**src/rtl/jc_pkg.sv**
```systemverilog
package jc_pkg;

  // What the ring register does on the coming clock edge
  typedef enum logic [1:0] {
    JC_HOLD = 2'd0,
    JC_STEP = 2'd1,
    JC_LOAD = 2'd2
  } jc_op_e;

  // A window value that no legal ring can contain and that the repair cell removes
  localparam logic [2:0] JC_BAD_WIN = 3'b010;

endpackage

```
**src/rtl/jc_rst_sync.sv**
```systemverilog
module jc_rst_sync #(
  parameter int STAGES = 2
) (
  input  logic clk,
  input  logic rst_n_in,
  output logic rst_n_out
);

  logic [STAGES-1:0] sync_q;

  always_ff @(posedge clk or negedge rst_n_in) begin
    if (!rst_n_in) begin
      sync_q <= '0;
    end else begin
      sync_q <= {sync_q[STAGES-2:0], 1'b1};
    end
  end

  assign rst_n_out = sync_q[STAGES-1];

endmodule

```
**src/rtl/jc_window_fix.sv**
```systemverilog
module jc_window_fix
  import jc_pkg::*;
(
  input  logic [2:0] win,       // [0] upstream, [1] middle, [2] downstream
  output logic       shift_bit, // value passed on to the downstream stage
  output logic       repaired
);

  always_comb begin
    repaired  = (win == JC_BAD_WIN);
    shift_bit = repaired ? ~win[1] : win[1];
  end

endmodule

```
**src/rtl/jc_next_state.sv**
```systemverilog
module jc_next_state
  import jc_pkg::*;
#(
  parameter int N          = 4,
  parameter int CORR_STAGE = 2
) (
  input  logic [N-1:0] cur,
  input  jc_op_e       op,
  input  logic [N-1:0] load_value,
  output logic [N-1:0] nxt,
  output logic         fix
);

  logic [N-1:0] stepped;
  logic         win_shift;
  logic         win_hit;

  jc_window_fix u_fix (
    .win      (cur[CORR_STAGE:CORR_STAGE-2]),
    .shift_bit(win_shift),
    .repaired (win_hit)
  );

  for (genvar i = 0; i < N; i++) begin : g_stage
    if (i == 0) begin : g_twist
      assign stepped[i] = ~cur[N-1];
    end else if (i == CORR_STAGE) begin : g_repair
      assign stepped[i] = win_shift;
    end else begin : g_plain
      assign stepped[i] = cur[i-1];
    end
  end

  always_comb begin
    nxt = cur;
    fix = 1'b0;
    unique case (op)
      JC_STEP: begin
        nxt = stepped;
        fix = win_hit;
      end
      JC_LOAD: nxt = load_value;
      default: nxt = cur;
    endcase
  end

endmodule

```
**src/rtl/jc_selfheal_ring.sv**
```systemverilog
module jc_selfheal_ring
  import jc_pkg::*;
#(
  parameter int N          = 4,
  parameter int CORR_STAGE = 2
) (
  input  logic         clk,
  input  logic         rst_n,
  input  logic         en,
  input  logic         force_load,
  input  logic [N-1:0] force_value,
  output logic [N-1:0] ring,
  output logic         fix_pulse
);

  if (CORR_STAGE < 2 || CORR_STAGE > N - 1) begin : g_bad_param
    $error("CORR_STAGE must lie in 2..N-1");
  end

  logic         rst_sync_n;
  jc_op_e       op;
  logic [N-1:0] ring_q;
  logic [N-1:0] ring_d;
  logic         fix_d;
  logic         fix_q;

  jc_rst_sync #(.STAGES(2)) u_rst (
    .clk      (clk),
    .rst_n_in (rst_n),
    .rst_n_out(rst_sync_n)
  );

  always_comb begin
    if (force_load) begin
      op = JC_LOAD;
    end else if (en) begin
      op = JC_STEP;
    end else begin
      op = JC_HOLD;
    end
  end

  jc_next_state #(.N(N), .CORR_STAGE(CORR_STAGE)) u_next (
    .cur       (ring_q),
    .op        (op),
    .load_value(force_value),
    .nxt       (ring_d),
    .fix       (fix_d)
  );

  always_ff @(posedge clk or negedge rst_sync_n) begin
    if (!rst_sync_n) begin
      ring_q <= '0;
    end else if (op != JC_HOLD) begin
      ring_q <= ring_d;
    end
  end

  always_ff @(posedge clk or negedge rst_sync_n) begin
    if (!rst_sync_n) begin
      fix_q <= 1'b0;
    end else begin
      fix_q <= fix_d;
    end
  end

  assign ring      = ring_q;
  assign fix_pulse = fix_q;

endmodule

```
**config.mk**
```make
export PLATFORM = sky130hd
export DESIGN_NAME = jc_selfheal_ring
export DESIGN_NICKNAME = d
export VERILOG_FILES = /design/src/rtl/jc_pkg.sv /design/src/rtl/jc_rst_sync.sv /design/src/rtl/jc_window_fix.sv /design/src/rtl/jc_next_state.sv /design/src/rtl/jc_selfheal_ring.sv
export SDC_FILE = /design/constraint.sdc
export NUM_CORES = 1
export LEC_CHECK = 0
export BUFFER_PORTS_ARGS = -buffer_cell sky130_fd_sc_hd__buf_2
export CELL_PAD_IN_SITES_DETAIL_PLACEMENT = 0
export CELL_PAD_IN_SITES_GLOBAL_PLACEMENT = 1
export CORE_AREA = 4 4 41 43
export DETAILED_ROUTE_END_ITERATION = 8
export DIE_AREA = 0 0 45 47
export GPL_ROUTABILITY_DRIVEN = 0
export PLACE_DENSITY = 0.52
export SETUP_SLACK_MARGIN = 0.2
export SYNTH_ARGS = -nofsm -noshare
export SYNTH_HDL_FRONTEND = slang
export SYNTH_SLANG_ARGS = --single-unit
```
**constraint.sdc**
```tcl
create_clock -name clk -period 1.2 [get_ports clk]
set_input_delay 0.12 -clock clk [delete_from_list [all_inputs] [get_ports clk]]
set_output_delay 0.12 -clock clk [all_outputs]
set_load 0.01 [all_outputs]
```
### Word level (Yosys, flattened, before mapping)

Cells that the tools add are included.

| word-level totals | value |
|---|---|
| input bits | 8 |
| word-level logic and storage cells | 16 |
| bits in registers | 7 |

| operators by class | value |
|---|---|
| bitwise operators | 2 |
| muxes and demuxes | 5 |
| reductions and logical operators | 3 |
| eq/ne operators | 3 |

Operator list:

| operator | count |
|---|---|
| one-hot mux 4 bit (2 select lines) | 1 |
| nonzero test 2 bit | 2 |
| == test 3 x 2 -> 1 bit (second input constant) | 1 |
| 2-to-1 mux 1 bit | 3 |
| == test 2 x 1 -> 1 bit (second input constant) | 1 |
| == test 2 bit (second input constant) | 1 |
| 2-to-1 mux 2 bit | 1 |
| NOT 1 bit | 2 |
| AND reduction 2 bit | 1 |

### Depth between registers and ports, before layout

Gate-level depths: netlist of run 1.

| depth | value |
|---|---|
| depth in word-level cells | 5 |
| mapped depth | 3 |
| mapped depth without buffers | 2 |

### Cells and area by module

From an unflattened synthesis of run 1, not the netlist that was laid out.

| second synthesis, totals | value |
|---|---|
| cells, all modules | 35 |
| area total of the unflattened synthesis | 390.4 µm² |

Modules (own cells, without submodules):

| module | seq. area each (µm²) | cells each | area an instance (µm²) | times used |
|---|---|---|---|---|
| jc_selfheal_ring | 125.1 | 11 | 202.7 | 1 |
| jc_next_state | 0.0 | 19 | 113.9 | 1 |
| jc_rst_sync | 50.0 | 3 | 53.8 | 1 |
| jc_window_fix | 0.0 | 2 | 20.0 | 1 |

### Worst setup path before layout of run 1

Ideal clock, no wire load.

| timing path | value |
|---|---|
| kind | register to register |
| from | reg ring_q[0], in the netlist ring[0] |
| to | reg ring_q[2], in the netlist ring[2] |
| clock period less this slack | 0.795 ns |
| data required time | 1.108 ns |
| library setup time | 0.092 ns |
| stages on the path, launching flop included | 3 |
| data arrival time | 0.704 ns |
| setup slack | 0.405 ns |
| cell sequence | dfrtp_1 -> a21oi_1 -> o31ai_2 |

| on the way | value |
|---|---|
| cells in the longest elaborated chain, start to end | 3 |

Ends and longest elaborated chain:

| what | RTL line | RTL |
|---|---|---|
| start: declaration | jc_selfheal_ring.sv:22 | `logic [N-1:0] ring_q;` |
| start signal: assignment | jc_selfheal_ring.sv:55 | `ring_q <= ring_d;` |
| == test 3 x 2 -> 1 bit | jc_window_fix.sv:10 | `repaired = (win == JC_BAD_WIN);` |
| 2-to-1 mux 1 bit | jc_window_fix.sv:11 | `shift_bit = repaired ? ~win[1] : win[1];` |
| one-hot mux 4 bit (2 select lines) | jc_next_state.sv:37 | `unique case (op)` |

No other way between the ends.
A chain may end at the register's enable or synchronous reset.

### Worst setup path in the final report of run 1

| timing path | value |
|---|---|
| from | reg ring_q[0], in the netlist ring[0] |
| to | out ring[0] |

RTL lines:

| what | RTL line | RTL |
|---|---|---|
| end: declaration | jc_selfheal_ring.sv:12 | `output logic [N-1:0] ring,` |

No word-level cell between the ends.

==> results of run 1 <==
==> cell type report <==
cell class / count / area [um2] / share of cell area
clock buffers: 4 / 26.28 / 0.06344
multi-input cells: 17 / 115.1 / 0.2779
flip-flops and latches: 7 / 176.4 / 0.4260
well taps: 15 / 18.77 / 0.04532
repair buffers: 14 / 77.57 / 0.1873
==> synth_stat cells, drive strengths merged <==
cell / instances
a21oi: 1
nand2: 4
and2: 1
conb: 1
o31ai: 2
nor2: 2
mux2i: 2
nor2b: 1
and4b: 1
o21ai: 2
dfrtp: 7
buf: 2
==> worst paths after layout <==
check / startpoint / to / slack, ns / cells past startpoint
setup / recovery: ring[0] / ring[0] / 0.25 / 1
hold / removal: u_rst.sync_q[1] / ring[2] / 0.07 / 0
setup reg to reg: ring[0] / ring[0] / 0.32 / 3
hold reg to reg: u_rst.sync_q[1] / ring[2] / 0.07 / 0
max in group asynchronous: u_rst.sync_q[1] / ring[0] / 0.92 / 0
min in group clk: force_value[0] / ring[0] / 0.07 / 3
==> cell families (layout without fill, tap and decap cells) <==
logic type             count (synthesis)  count (layout)  share of synthesized area
AO/OA/AOI/OAI                          5               5                     0.1306
AND/OR/NAND/NOR                        9               9                     0.1673
other                                  1               1                    0.01223
flip-flops                             7               7                     0.5714
multiplexers                           2               2                    0.06531
buffers and inverters                  2              18                    0.05304
==> power by group through the flow <==
stage	Combinational (mW)	Clock (mW)	Sequential, mW
6_report	0.0831	0.215	0.274
2_1_floorplan	0.0416	0	0.281
3_3_place_gp	0.0773	0	0.277
3_5_place_dp	0.0782	0	0.277
4_1_cts	0.0809	0.224	0.274
5_1_grt	0.0914	0.254	0.278
==> per-layer routing <==
layer | GRT usage | routed length (um) | vias up
met5 | 0 | 0 | -
met4 | 0.03509 | 19 | 0
met3 | 0.06897 | 64 | 5
met2 | 0.1073 | 328 | 9
met1 | 0.08525 | 230 | 114
li1 | - | - | 116
==> state kept, by name, indices dropped and copies added, names as in the netlist <==
signal        cells
ring              4
u_rst.sync_q      2
fix_pulse         1
==> what timing repair did <==
item	4_1_cts	5_1_grt
setup buffers	0	1
hold buffers	1	0
gates resized for setup	0	1
endpoints found under the setup margin	0	1
endpoints found under the hold margin	2	0
==> results.ini, run 1 <==
[outcome]
status=completed

[sta]
setup_viol=0
hold_viol=0
setup_tns_ns=0
fin_crit_sh=0.7949
maxSlewViolCount=0
fin_crit_ns=0.9539
rsz0062_at_grt=false
fin_worst_skew_ns=0.008592
timing.fmax_ghz=1.048
hold_slack_ns=0.07374
setup_slack_ns=0.2461

[die]
num_rows=13
die_h_um=47
io_pins=13
die_w_um=45
fp.coreArea_um2=1301
start_util=0.2356
dieArea_um2=2115

[finish]
final_cell_mix=12 x buf_2, 6 x dfrtp_1, 4 x nand2_1
final_area_um2=414.1
drive_above_1_share=0.5238
instances_no_fill=57
n_antenna_cell=0
fin_util=0.3183
layout_commonest_cell=buf_2
n_fill_cell=145
syn_to_final_growth_pct=35.10
finalNetCount=51

[pwr]
p_comb_frac=0.145
ir_drop_v=0.0005661
internal-power_mw=0.4270
powerDensity_nw_per_um2=1382
leakage_nw=0.2100
p_total_mw=0.5723
clkPwrFrac=0.376
seq_power_share=0.478
p_sw_frac=0.2538
switching_power_mw=0.1453

[worst_setup_path]
crit_buf_inv=1
critPathTopFamily=flip-flops
cp_data_required_time_ns=1.08
startpoint_type=flop
arrival_ns=0.83
critPathCaptureType=primary output
cp_max_fo=5
cp_slowest_cell=dfrtp_2
cp_cell_sequence=buf_2
max_stage_delay_ns=0.43
crit_type=reg2out

[logic_synthesis]
synth_top_cells_by_area=dfrtp_1 57%, o31ai_2 8.2%, mux2i_1 6.5%
yosys.area.top_type=dfrtp_1
synth.distinct_cells=13
yosysWarningCount=0
synth_seq_cells=7
post-synth-top-area-fraction=0.5714
avgSynthCellArea_um2=11.79
yosysSeqAreaShare=0.5714
netlist_area_um2=306.5
netlist_instances=26
syn_nets=34

[global_routing]
grt_max_degree=10
grt_antenna_before_repair=0
grt_util_all_layers=0.07857
grt_pass1_wl_um=1069
grt_pass1_vias=223
grt-ovfl-total=0

[route]
wl_per_cell_um=11.28
via_count=244
ant_nets=0
viasPerCell=4.281
first_iter_violations=2
firstDrtPassIters=2
drc=0
wl_um=643

[clocking]
root_buffer=clkbuf_4
worst_skew_pair.late_latency_ns=0.26
htreeDepth=1
cts_made_buffers=3
cts_tree=built
cts.sinks=7
clk_pin_slew_ns=0.06
clockBufferDepth=2

[min_path]
hold_class=reg2async

[run]
maxCapViolCount=0

[place]
dp.cells=51
dpl_cell_area_um2=369.1
io_buffer_count=12
dp_hpwl_um=496.9
pre_cts_ws_ns=0.3989

Power figures use the tool's default switching activity.
==> run 2, diff against run 1 <==
Clock period 1.2 ns to 0.9 ns, I/O delays scaled along.
==> run 2 against run 1 <==
  * Core utilization rose by 3.9 points
  * First-iteration DRC count is 100% lower
  * Wire length down 5.0%
  * Non-clock buffer count is 4 higher
  * Combinational power rose by 96%
  * Critical path depth unchanged
  * Register-to-register slack worse by 0.30 ns
  * Die area did not move
  * Setup slack got worse by 0.23 ns
  * Clock power increased by 33%
  * Global-route usage decreased by 1.1 points
  * Total power up 41%
==> results.ini, run 2 (same netlist as run 1, synthesis figures left out) <==
[finish]
finalNetCount=55
drive_above_1_share=0.5870
n_antenna_cell=0
syn_to_final_growth_pct=51.84
instances_no_fill=61
final_cell_mix=11 x buf_2, 6 x dfrtp_1, 4 x nand2_1, 4 x buf_6, 3 x clkbuf_4
largest_reg_flops=4
layout_commonest_cell=buf_2

[sta]
fin_crit_ns=0.8855
maxSlewViolCount=0
rsz0062_at_grt=true
fin_worst_skew_ns=0.001616
setup_viol=0
fin_crit_sh=0.9839
timing.fmax_ghz=1.129
setup_tns_ns=0
hold_viol=0

[worst_setup_path]
crit_type=reg2out
critPathCaptureType=primary output
max_stage_delay_ns=0.42
crit_buf_inv=1
startpoint_type=flop
cp_cell_sequence=buf_6
rrSetupSlack_ns=0.02
cp_slowest_cell=dfrtp_2
arrival_ns=0.80
rr_startpoint=ring[0]
cp_max_fo=3
cp_data_required_time_ns=0.81
critPathTopFamily=flip-flops
r2r_end=ring[1]
reg2reg_depth=3

[die]
start_util=0.2356
dieArea_um2=2115
num_rows=13
die_h_um=47
fp.coreArea_um2=1301
die_w_um=45
io_pins=13

[global_routing]
grt_pass1_wl_um=959
grt_pass1_vias=238
grt-ovfl-total=0
grt_antenna_before_repair=0
grt_max_degree=10
grt_util_all_layers=0.06773

[route]
firstDrtPassIters=1
wl_um=611
via_count=253
wl_per_cell_um=10.02
viasPerCell=4.148
ant_nets=0
first_iter_violations=0
drc=0

[pwr]
leakage_nw=0.2355
seq_power_share=0.446
p_sw_frac=0.2490
powerDensity_nw_per_um2=1736
p_total_mw=0.8082
ir_drop_v=0.0009608
switching_power_mw=0.2012
clkPwrFrac=0.352
p_comb_frac=0.202
internal-power_mw=0.6070

[clocking]
clockBufferDepth=2
htreeDepth=1
cts.sinks=7
cts_made_buffers=3
root_buffer=clkbuf_4
clk_pin_slew_ns=0.05
cts_tree=built
worst_skew_pair.late_latency_ns=0.25

[place]
dp_hpwl_um=492.2
dp.cells=51
io_buffer_count=12

[min_path]
holdPathStages=3
worstHoldStart=force_value[2]
hold_class=in2reg
whs_endpoint=ring[2]

[run]
maxCapViolCount=0

[outcome]
status=completed

## run 2: cell count changes in the layout (fill, tap and decap cells not counted), sizes merged
| cell | before | now |
|---|---|---|
| buf | 13 | 17 |
## run 2: through the flow
step | setup WS (ns) | hold WS, ns | util | area, um2
floorplan | 0.1094 | -0.2056 | - | 311.5
global placement | 0.1100 | -0.1254 | 0.2875 | 374.1
detailed placement | 0.1013 | -0.1208 | 0.2875 | 374.1
CTS | 0.006093 | 0.03993 | 0.3548 | 461.7
global route | -0.03253 | 0.04157 | 0.3577 | 465.4
finish | 0.01446 | 0.04834 | 0.3577 | 465.4
## run 2: what timing repair did
| action | 4_1_cts | 5_1_grt |
|---|---|---|
| resized for setup | 4 | 2 |
| setup endpoints to repair | 10 | 10 |
| hold endpoints to repair | 2 | 0 |
| buffers inserted | 5 | 0 |
| hold buffers | 1 | 0 |
| pin swaps | 0 | 1 |
## run 2: metal layers
layer / part of all wire / wire length [um] / GRT usage / vias to the layer above
met4: 0 / 0 / 0 / 0
met3: 0.11 / 67 / 0.06897 / 0
li1: - / - / - / 125
met5: 0 / 0 / 0 / -
met1: 0.38 / 230 / 0.06527 / 118
met2: 0.51 / 312 / 0.1102 / 10
## run 2: how the worst max path moves through the flow
| stage | start | depth (start not counted) | endpoint | slack [ns] |
|---|---|---|---|---|
| finish | ring[0] | 1 | ring[0] | 0.01 |
| global route | ring[0] | 3 | ring[1] | -0.03 |
| CTS | ring[0] | 3 | ring[1] | 0.006 |
| detailed placement | ring[0] | 2 | fix_pulse | 0.10 |
| global placement | ring[0] | 2 | ring[1] | 0.11 |
| floorplan | ring[3] | 2 | ring[0] | 0.11 |
## run 2: area by class of cell
type | count | area [um2]
fillers | 149 | 835.8
flip-flops and latches | 7 | 176.4
clock buffers | 4 | 26.28
well taps | 15 | 18.77
multi-input cells | 17 | 118.9
repair buffers | 18 | 125.1
## run 2: tightest hold or removal path: cells and delay by family
kind	cells	cell delay (ns)
buffers and inverters	1	0.07
AO/OA/AOI/OAI	1	0.05
AND/OR/NAND/NOR	1	0.05
## run 2: power by group through the flow
stage / combinational (mW) / sequential, mW / clock, mW
global placement: 0.105 / 0.371 / 0
floorplan: 0.0572 / 0.377 / 0
detailed placement: 0.105 / 0.373 / 0
global route: 0.176 / 0.366 / 0.332
finish: 0.163 / 0.361 / 0.285
CTS: 0.163 / 0.360 / 0.299
==> run 3, diff against run 2 <==
Settings changed: BUFFER_PORTS_ARGS -buffer_cell sky130_fd_sc_hd__buf_2 to -buffer_cell sky130_fd_sc_hd__clkbuf_2, CORE_AREA 4 4 41 43 to 2 2 39 41, DIE_AREA 0 0 45 47 to 0 0 41 43.
==> run 3 against run 2 <==
  * The flow now finishes with violations (setup timing)
  * Worst hold slack improved by 0.00096 ns
  * Cell area is 2.2% lower
  * Count of clock-buffer cells in the layout unchanged
  * Non-clock buffer count fell by 1
  * Global-route usage is 2.8 points higher
  * Cell count did not move
  * Combinational power shrank 7%
  * Clock power barely moved
  * Flip-flop and latch count did not move
  * Maximum frequency decreased by 2.3%
  * Critical path depth unchanged
==> results.ini, run 3 (same netlist as run 1, synthesis figures left out) <==
[worst_setup_path]
critPathCaptureType=primary output
crit_buf_inv=1
arrival_ns=0.82
startpoint_type=flop
critPathTopFamily=flip-flops
crit_type=reg2out
path_depth=1
max_stage_delay_ns=0.44
cp_data_required_time_ns=0.81
rrSetupSlack_ns=0.01
cp_slowest_cell=dfrtp_2
cp_max_fo=5
reg2reg_depth=3
cp_cell_sequence=buf_6

[clocking]
htreeDepth=1
clk_pin_slew_ns=0.05
clockBufferDepth=2
worst_skew_pair.late_latency_ns=0.25
cts_tree=built
root_buffer=clkbuf_4
cts.sinks=7
cts_made_buffers=3

[sta]
hold_viol=0
maxSlewViolCount=0
fin_crit_sh=1.007
fin_crit_ns=0.9063
fin_worst_skew_ns=0.0001336
setup_slack_ns=-0.006338
rsz0062_at_grt=true
setup_viol=1
timing.fmax_ghz=1.103

[die]
start_util=0.2215
fp.coreArea_um2=1384
dieArea_um2=1763
num_rows=14
die_w_um=41
die_h_um=43
io_pins=13

[route]
wl_per_cell_um=10.66
drc=0
first_iter_violations=2
viasPerCell=4.164
via_count=254
ant_nets=0
firstDrtPassIters=2
wl_um=650

[pwr]
powerDensity_nw_per_um2=1761
leakage_nw=0.2310
ir_drop_v=0.0006388

[finish]
largest_reg_flops=4
n_antenna_cell=0
final_cell_mix=9 x clkbuf_2, 6 x dfrtp_1, 4 x nand2_1
regArea_um2=176.4
syn_to_final_growth_pct=48.57
multiInputGateArea_um2=118.9
finalNetCount=54
drive_above_1_share=0.5778
n_fill_cell=160
instances_no_fill=61
layout_commonest_cell=clkbuf_2

[min_path]
holdPathStages=3
hold_class=in2reg

[global_routing]
grt_pass1_vias=232
grt_max_degree=10
grt_util_all_layers=0.09606
grt_antenna_before_repair=0
grt_pass1_wl_um=1035
grt-ovfl-total=0

[place]
pre_cts_ws_ns=0.1069
io_buffer_count=12
dp.cells=52
dp_hpwl_um=459

[outcome]
violations=setup timing
status=complete, but fails checks

[run]
maxCapViolCount=0

run 3: cell count changes in the layout (fill, tap and decap cells not counted), sizes merged:
cell / before / now
buf: 17 / 7
clkbuf: 4 / 13
run 3: final timing paths:
path | start | to
worst min-delay path | force_value[1] | ring[1]
worst max-delay path | ring[0] | ring[0]
max in group asynchronous | u_rst.sync_q[1] | ring[0]
worst max register to register | ring[2] | ring[3]
worst min register to register | u_rst.sync_q[1] | fix_pulse
min in group asynchronous | u_rst.sync_q[1] | fix_pulse
run 3: stage by stage:
stage	hold slack, ns	instance area (um2)	util	power, mW	TNS (ns)
2_1_floorplan	-0.2056	311.5	-	0.4347	0
3_3_place_gp	-0.1242	375.4	0.2712	0.4764	0
3_5_place_dp	-0.1223	375.4	0.2712	0.4783	0
4_1_cts	0.03835	445.4	0.3219	0.8167	-0.01706
5_1_grt	0.05740	455.4	0.3291	0.8513	-0.06608
6_report	0.04930	455.4	0.3291	0.8018	-0.006338
run 3: area by class of cell:
class | count | share of cell area
clock buffer | 4 | 0.05769
multi-input combinational | 17 | 0.2610
sequential | 7 | 0.3874
tap | 16 | 0.04396
timing repair buffer | 17 | 0.2500
run 3: timing repair:
item / 4_1_cts / 5_1_grt
endpoints found under the hold margin: 2 / 0
hold buffers: 1 / 0
resized for setup: 3 / 5
pin swaps: 0 / 1
setup endpoints to repair: 10 / 10
buffers inserted: 4 / 0
run 3: where the power goes:
part           leakage, nW  internal (mW)  switching, mW
clock network       0.0150          0.169          0.116
logic                0.132         0.0883         0.0628
registers           0.0844          0.340         0.0248
run 3: per-layer routing:
layer | share of wire | global-route usage | vias to the layer above | routed length [um]
met3 | 0.080 | 0.04712 | 0 | 52
met5 | 0 | 0 | - | 0
li1 | - | - | 124 | -
met1 | 0.40 | 0.1118 | 122 | 259
met2 | 0.52 | 0.1250 | 8 | 339
met4 | 0 | 0.08000 | 0 | 0
